`config.mk`:
```
export PLATFORM = sky130hd
export DESIGN_NAME = round_shift_avg
export DESIGN_NICKNAME = d
export VERILOG_FILES = /design/src/rtl/rsa_pkg.sv /design/src/rtl/rsa_amount_sel.sv /design/src/rtl/rsa_round_shr.sv /design/src/rtl/rsa_round_avg.sv /design/src/rtl/round_shift_avg.sv
export SDC_FILE = /design/constraint.sdc
export NUM_CORES = 1
export LEC_CHECK = 0
export BUFFER_PORTS_ARGS = -buffer_cell sky130_fd_sc_hd__buf_2
export CORE_MARGIN = 2
export CORE_UTILIZATION = 54
export CTS_CLUSTER_DIAMETER = 150
export DETAILED_ROUTE_END_ITERATION = 8
export PLACE_DENSITY = 0.8
export SYNTH_ARGS = -nofsm -noshare
export SYNTH_HDL_FRONTEND = slang
export SYNTH_SLANG_ARGS = --single-unit
```
`constraint.sdc`:
```
create_clock -name clk -period 4.4 [get_ports clk]
set_clock_uncertainty 0.2 [all_clocks]
set_input_delay 0.22 -clock clk [delete_from_list [all_inputs] [get_ports clk]]
set_output_delay 0.22 -clock clk [all_outputs]
set_load 0.03 [all_outputs]
```
`src/rtl/rsa_pkg.sv`:
```
// Package: shared opcode encoding and width helper for the rounding
// shift / average unit. Assumes XLEN is 32 or 64.
package rsa_pkg;

    typedef enum logic [1:0] {
        OPC_SHR_REG = 2'b00,
        OPC_SHR_IMM = 2'b01,
        OPC_AVG     = 2'b10,
        OPC_NONE    = 2'b11
    } rsa_op_e;

    // Width of the shift-distance field for a given word size.
    function automatic int amt_width(input int xlen);
        return (xlen == 64) ? 6 : 5;
    endfunction

endpackage

```
`src/rtl/rsa_amount_sel.sv`:
```
// Module: picks the shift distance for the current opcode.
// It takes the low bits of src_b for register shifts and the immediate
// field otherwise. It assumes the immediate field already has the
// distance width.
module rsa_amount_sel
    import rsa_pkg::*;
#(
    parameter int XLEN = 32,
    localparam int AW  = amt_width(XLEN)
) (
    input  rsa_op_e         op,
    input  logic [XLEN-1:0] reg_src,
    input  logic [AW-1:0]   imm_src,
    output logic [AW-1:0]   amt
);

    // Select the distance source; only the low AW bits of reg_src matter.
    always_comb begin
        if (op == OPC_SHR_REG) begin
            amt = reg_src[AW-1:0];
        end else begin
            amt = imm_src;
        end
    end

endmodule

```
`src/rtl/rsa_round_shr.sv`:
```
// Module: combinational arithmetic right shift with round-half-up.
// For a distance s > 0 the operand is widened by one sign bit and shifted
// right by s-1, so the most significant dropped bit sits at bit 0. One is
// then added and a final halving drops that bit. A zero distance passes
// the operand through. It assumes amt < XLEN, which the field width
// guarantees.
module rsa_round_shr #(
    parameter int XLEN = 32,
    parameter int AW   = 5
) (
    input  logic [XLEN-1:0] operand,
    input  logic [AW-1:0]   amt,
    output logic [XLEN-1:0] shifted
);

    logic signed [XLEN:0] wide;
    logic signed [XLEN:0] part;
    logic signed [XLEN:0] bumped;

    // Widen, pre-shift, add the rounding one, then halve.
    always_comb begin
        wide   = {operand[XLEN-1], operand};
        part   = wide >>> (amt - AW'(1));
        bumped = part + (XLEN+1)'(1);
        if (amt == '0) begin
            shifted = operand;
        end else begin
            shifted = XLEN'(bumped >>> 1);
        end
    end

endmodule

```
`src/rtl/rsa_round_avg.sv`:
```
// Module: combinational rounded signed average.
// Both operands are widened by one sign bit, summed with a rounding one,
// and halved. The guard bit means no operand pair can overflow.
module rsa_round_avg #(
    parameter int XLEN = 32
) (
    input  logic [XLEN-1:0] lhs,
    input  logic [XLEN-1:0] rhs,
    output logic [XLEN-1:0] mean
);

    logic signed [XLEN:0] total;

    // Guarded sum plus one, then arithmetic halving back to XLEN bits.
    always_comb begin
        total = {lhs[XLEN-1], lhs} + {rhs[XLEN-1], rhs} + (XLEN+1)'(1);
        mean  = XLEN'(total >>> 1);
    end

endmodule

```
`src/rtl/round_shift_avg.sv`:
```
// Module: top of the rounding shift / average unit.
// It decodes the opcode, picks the shift distance, selects the datapath
// result and registers it with a valid flag one cycle after the request.
// It assumes XLEN is 32 or 64 and uses a synchronous active-low reset.
module round_shift_avg
    import rsa_pkg::*;
#(
    parameter int XLEN = 32,
    localparam int AW  = amt_width(XLEN)
) (
    input  logic            clk,
    input  logic            rst_n,
    input  logic            in_valid,
    input  logic [1:0]      op,
    input  logic [XLEN-1:0] src_a,
    input  logic [XLEN-1:0] src_b,
    input  logic [AW-1:0]   imm_amt,
    output logic            out_valid,
    output logic [XLEN-1:0] result
);

    rsa_op_e         op_e;
    logic [AW-1:0]   amt;
    logic [XLEN-1:0] shr_res;
    logic [XLEN-1:0] avg_res;
    logic [XLEN-1:0] next_res;
    logic            is_shift;

    // Interpret the raw opcode bits as the shared enum.
    always_comb begin
        op_e     = rsa_op_e'(op);
        is_shift = (op_e == OPC_SHR_REG) || (op_e == OPC_SHR_IMM);
    end

    rsa_amount_sel #(.XLEN(XLEN)) u_amt (
        .op      (op_e),
        .reg_src (src_b),
        .imm_src (imm_amt),
        .amt     (amt)
    );

    rsa_round_shr #(.XLEN(XLEN), .AW(AW)) u_shr (
        .operand (src_a),
        .amt     (amt),
        .shifted (shr_res)
    );

    rsa_round_avg #(.XLEN(XLEN)) u_avg (
        .lhs  (src_a),
        .rhs  (src_b),
        .mean (avg_res)
    );

    // Choose the datapath output for the opcode; the reserved code gives zero.
    always_comb begin
        unique case (op_e)
            OPC_SHR_REG, OPC_SHR_IMM: next_res = shr_res;
            OPC_AVG:                  next_res = avg_res;
            default:                  next_res = '0;
        endcase
    end

    // Output register: clear on reset, load on a valid request, else hold.
    always_ff @(posedge clk) begin
        if (!rst_n) begin
            out_valid <= 1'b0;
            result    <= '0;
        end else begin
            out_valid <= in_valid;
            if (in_valid) begin
                result <= next_res;
            end
        end
    end

    assert_reset_clear_R1: assert property (@(posedge clk)
        !rst_n |=> (!out_valid && result == '0));

    assert_valid_latency_R2: assert property (@(posedge clk) disable iff (!rst_n)
        in_valid |=> out_valid);

    assert_no_spurious_valid_R2: assert property (@(posedge clk) disable iff (!rst_n)
        !in_valid |=> !out_valid);

    assert_zero_pass_R4: assert property (@(posedge clk) disable iff (!rst_n)
        (in_valid && is_shift && amt == '0) |=> (result == $past(src_a)));

    assert_no_overflow_R7: assert property (@(posedge clk) disable iff (!rst_n)
        (in_valid && is_shift && !src_a[XLEN-1]) |=> !result[XLEN-1]);

    assert_avg_bounded_R8: assert property (@(posedge clk) disable iff (!rst_n)
        (in_valid && op_e == OPC_AVG) |=>
        (($signed(result) >= $signed($past(src_a)) || $signed(result) >= $signed($past(src_b))) &&
         ($signed(result) <= $signed($past(src_a)) || $signed(result) <= $signed($past(src_b)))));

    assert_reserved_zero_R9: assert property (@(posedge clk) disable iff (!rst_n)
        (in_valid && op_e == OPC_NONE) |=> (result == '0));

    assert_hold_R10: assert property (@(posedge clk) disable iff (!rst_n)
        (!in_valid && $past(rst_n)) |=> $stable(result));

endmodule

```
-- Word level (Yosys, flattened, before mapping)
Index checks and enable logic that the tools add are counted.
- flip-flop bits (word level): 33
- word-level logic and storage cells: 15
- add/sub/neg operators: 4
- shifts and indexed selects: 1
- equal/unequal tests: 2
- reduce and logical (&&, ||, !) cells: 3
- multiplexer cells: 3
- operators with widths (cell ; count):
    32-bit one-hot mux with 2 select lines ; 1
    32-bit by 32-bit adder with 33-bit output ; 1
    33-bit by 1-bit adder with 33-bit output (second input constant) ; 1
    33-bit by 2-bit adder with 33-bit output (second input constant) ; 1
    32-bit by 5-bit >>> shifter with 33-bit output ; 1
    32-bit 2-to-1 mux ; 1
    5-bit zero test ; 1
    5-bit 2-to-1 mux ; 1
    5-bit by 1-bit subtractor with 5-bit output (second input constant) ; 1
    2-bit by 1-bit == test with 1-bit output (second input constant) ; 1
    2-bit == test (second input constant) ; 1
    2-bit zero test ; 1
    2-bit OR reduction ; 1

-- Depth between registers and ports, before layout
- word-level depth: 7
- mapped depth: 18
- depth with buffers taken out: 15

-- Cells and area by module
From an unflattened synthesis, not the netlist that was laid out.
- cell total of the unflattened synthesis: 923
- area, all modules: 6912.9 um^2
- by module, submodules not included (module ; cells an instance ; area each (um^2) ; instances):
    rsa_round_shr ; 512 ; 3606.0 ; 1
    round_shift_avg ; 182 ; 1642.8 ; 1
    rsa_round_avg ; 223 ; 1596.5 ; 1
    rsa_amount_sel ; 6 ; 67.6 ; 1

-- Worst setup path before layout
OpenSTA, ideal clock, no wires.
- path kind: input -> register
- from: input op[0]
- to: register result[31]
- buffers on the path: 4
- stages: 17
- data arrival time: 4.142 ns
- path slack: -0.069 ns
- cells stage by stage: nor2_2 > buf_6 > mux2_2 > nor3_2 > xnor2_2 > clkbuf_1 > clkbuf_1 > clkbuf_1 > nand3_1 > o21ai_0 > ha_1 > inv_1 > nor3_1 > nand4b_1 > nor4b_2 > a311oi_1 > or3_1
- longest elaborated chain between the ends: 7
- RTL lines (what ; RTL line ; source):
    from (decl) ; round_shift_avg.sv:14 ; input logic [1:0] op,
    2-bit zero test ; rsa_amount_sel.sv:19, round_shift_avg.sv:56 ;
    5-bit 2-to-1 mux ; rsa_amount_sel.sv:19 ; if (op == OPC_SHR_REG) begin
    5-bit by 1-bit subtractor with 5-bit output ; rsa_round_shr.sv:23 ; part = wide >>> (amt - AW'(1));
    32-bit by 5-bit >>> shifter with 33-bit output ; rsa_round_shr.sv:23 ;
    33-bit by 2-bit adder with 33-bit output ; rsa_round_shr.sv:24 ; bumped = part + (XLEN+1)'(1);
    32-bit 2-to-1 mux ; rsa_round_shr.sv:25 ; if (amt == '0) begin
    32-bit one-hot mux with 2 select lines * ; round_shift_avg.sv:56 ; unique case (op_e)
    to (signal assigned) ; round_shift_avg.sv:71 ; result <= next_res;
    to (decl) ; round_shift_avg.sv:19 ; output logic [XLEN-1:0] result
Mark *: on every way between the ends. The rest lies on a longest branch, timed or not.
A chain may end at the register's enable or synchronous reset.

-- Worst setup path after layout
- from: input op[0]
- to: register result[20]
The elaborated chain is that of the path after synthesis.

==> flow_metrics.env <==
export IMPL_outcome="finished, final reports clean"
export IMPL_postCtsSetupRepairBufs=0
export IMPL_fmax_mhz=245.7
export IMPL_dp_hpwl_mm=22.51
export IMPL_layout_drive_gt1_share_pct=28.88
export IMPL_dieArea_mm2=0.01310
export IMPL_place_ws_ns=0.1240
export IMPL_cp_data_arrival_time_ns=4.09
export IMPL_rows=40
export IMPL_r2r_cells=3
export IMPL_cts_buffer_depth=2
export IMPL_antenna_cells=0
export IMPL_leakage_nw=3.319
export IMPL_slowest_delay_ns=0.55
export IMPL_area_delta_synth_final_pct=21.08
export IMPL_yosys_top_cells_area="dfxtp_1 (10%), mux4_2 (8.9%), ha_1 (6.1%), o21ai_0 (5.6%), nand2_1 (5.5%)"
export IMPL_setup_viol=0
export IMPL_met2_length_mm=12.24
export IMPL_grt_pass1_vias=7361
export IMPL_rrSetupSlack_ns=2.89
export IMPL_cp_top_family="simple AND/OR/NAND/NOR gates"
export IMPL_crit_fanout=16
export IMPL_synth_seq_area_share_pct=10.03
export IMPL_synth_largest_area_cell="dfxtp_1"
export IMPL_hold_path_end="result[11]$_SDFFE_PN0P_"
export IMPL_synth_seq_cells=33
export IMPL_start_util_pct=55.08
export IMPL_portBuffers=106
export IMPL_avgSynthCellArea_um2=7.706
export IMPL_finalHoldViolCount=0
export IMPL_slew_headroom_pct=48.15
export IMPL_synth_most_common_cell="nand2_1"
export IMPL_hp_class="primary input to flip-flop"
export IMPL_core_area_mm2=0.01196
export IMPL_syn_instance_count=855
export IMPL_clk_latency_ns=0.28
export IMPL_ir_worst_vdd_mv=0.1777
export IMPL_finalSetupTns_ns=0
export IMPL_route_met3_wl_mm=3.124
export IMPL_die_w_um=114.5
export IMPL_final_critical_path_setup_slack_ns=0.3294
export IMPL_yosysUniqueCellTypes=90
export IMPL_clk_pin_slew_ns=0.05
export IMPL_clock_sinks=33
export IMPL_cts_hold_buffers=0
export IMPL_synthFlopType="dfxtp_1"
export IMPL_die_h_um=114.5
export IMPL_drcViolationCount=0
export IMPL_r2r_end="result[31]$_SDFFE_PN0P_"
export IMPL_cts_resized=0
export IMPL_r2r_start="result[31]$_SDFFE_PN0P_"
export IMPL_grt_antenna_before_repair=1
export IMPL_gr_usage_all_layers_pct=42.45
export IMPL_cap_violations=0
export IMPL_rsz0062_at_grt="no"
export IMPL_first_pass_iters=6
export IMPL_drtAntennaViolNets=0
export IMPL_wl_mm=28.08
export IMPL_syn_num_nets=962
export IMPL_worstHoldStart="src_a[11]"
export IMPL_io_pins=107
export IMPL_slew_violations=0
export IMPL_syn_area_mm2=0.006589
export IMPL_wl_per_cell_um=24.10
export IMPL_grt_max_degree=46
export IMPL_power_density_mw_per_mm2=275.6
export IMPL_cts_buffers=5
export IMPL_critPathKind="primary input to flip-flop"
export IMPL_path_common_cell="buf_4"
export IMPL_crit_chain="buf_2, buf_4, o21a_1, nor2_4, buf_4, nor3_1, mux2i_1, mux4_2, a211o_1, nor4_4, buf_4, nand3_2, or4_1, a31oi_1, o221a_1"
export IMPL_fillers=1042
export IMPL_critPathSlowestCell="or4_1"
export IMPL_async_reset_ff_share_pct=0
export IMPL_gr_total_overflow=0
export IMPL_worst_pin_slew_ns=0.7778
export IMPL_required_ns=4.42
export IMPL_period_needed_ns=4.071
export IMPL_htreeDepth=2
export IMPL_yosysWarnings=0
export IMPL_synth_top_area_share_pct=10.03
export IMPL_hold_depth=3
export IMPL_clockRootBuffer="clkbuf_16"
export IMPL_grt_first_pass_wirelength_mm=42.39
export IMPL_wl_met1_mm=11.33
export IMPL_endpoint_kind="flip-flop"
export IMPL_cts_tree="yes"
export IMPL_top_layer="met4"
export IMPL_viasPerCell=6.993
export IMPL_gp_congestion=1.067
export IMPL_path_buf_inv=4
export IMPL_min_period_over_period_pct=92.51
export IMPL_via_count=8147
export IMPL_synth_edff_count=0
export IMPL_synth_common_cells="nand2_1 (96), o21ai_0 (74), a21oi_1 (68)"
export IMPL_nets=1125
export IMPL_initialDrtViolationCount=1247
export IMPL_worstSetupStartpointType="primary input"
[metrics by stage]
step                      hold WS, ns  cell area (um^2)  cells  util (%)  power (mW)
after floorplan                0.1682              6590    855         -       1.263
after global placement         0.2585              7835   1158     65.50       1.798
after detailed placement       0.2764              7835   1158     65.50       1.795
after CTS                      0.1036              7978   1165     66.69       2.148
after global routing           0.1444              7978   1165     66.69       2.297
final                          0.1165              7978   1165     66.69       2.199
[placed cells by master (no fill, tap or decap), types with 22 or more instances in the layout]
master | netlist | routed
nor3_1 | 22 | 22
nand2_1 | 96 | 96
ha_1 | 32 | 32
o21ai_0 | 74 | 74
dfxtp_1 | 33 | 33
xnor2_1 | 28 | 27
nor2_1 | 40 | 40
buf_2 | 10 | 106
buf_4 | 5 | 100
mux2i_1 | 28 | 28
mux4_2 | 26 | 26
o211ai_1 | 24 | 24
nand3_1 | 31 | 31
a21oi_1 | 68 | 68
[cell type report]
cell class	instances	area [um^2]	share of cell area [%]
repair buffers	207	1301	16.31
clock buffers	7	142.6	1.788
flip-flops and latches	33	660.6	8.281
multi-input cells	755	5629	70.56
well taps	147	183.9	2.306
inverters	16	60.06	0.7528
[metal layers]
metal | global-route usage (%) | vias up
li1 | - | 3662
met1 | 58.73 | 3792
met2 | 64.42 | 585
met3 | 8.523 | 108
met4 | 17.72 | 0
met5 | 0 | -
[kinds of logic (layout without fill, tap and decap cells)]
kind of cell,count (synthesis),in the layout,share of synthesized area [%]
compound gates,321,321,33.19
flops,33,33,10.03
buf+inv,67,230,4.652
fa+ha+maj,33,33,6.381
xor+xnor,49,49,6.912
simple gates,278,278,22.05
mux,74,74,16.79
[state kept, by name, summed over array words and instances, names as in the netlist]
register,cells
out_valid,1
result,32
[how the worst max path moves through the flow]
| stage | startpoint | end | cells after the start |
|---|---|---|---|
| 6_report | op[0] | result[20]$_SDFFE_PN0P_ | 15 |
| 3_3_place_gp | op[0] | result[20]$_SDFFE_PN0P_ | 15 |
| 2_1_floorplan | op[0] | result[31]$_SDFFE_PN0P_ | 17 |
| 3_5_place_dp | op[0] | result[20]$_SDFFE_PN0P_ | 15 |
| 4_1_cts | op[0] | result[20]$_SDFFE_PN0P_ | 15 |
| 5_1_grt | src_b[0] | result[31]$_SDFFE_PN0P_ | 18 |
[power breakdown]
part	internal, mW	leakage, nW	switching, mW
Combinational	0.603	2.98	0.900
Clock	0.222	0.0700	0.128
Sequential	0.328	0.273	0.0177
[worst min-delay path, stage by stage]
cell	delay, ns
buf_2	0.14
nand2_1	0.06
a41oi_1	0.12
No activity file was read; power rests on OpenSTA's default activity.
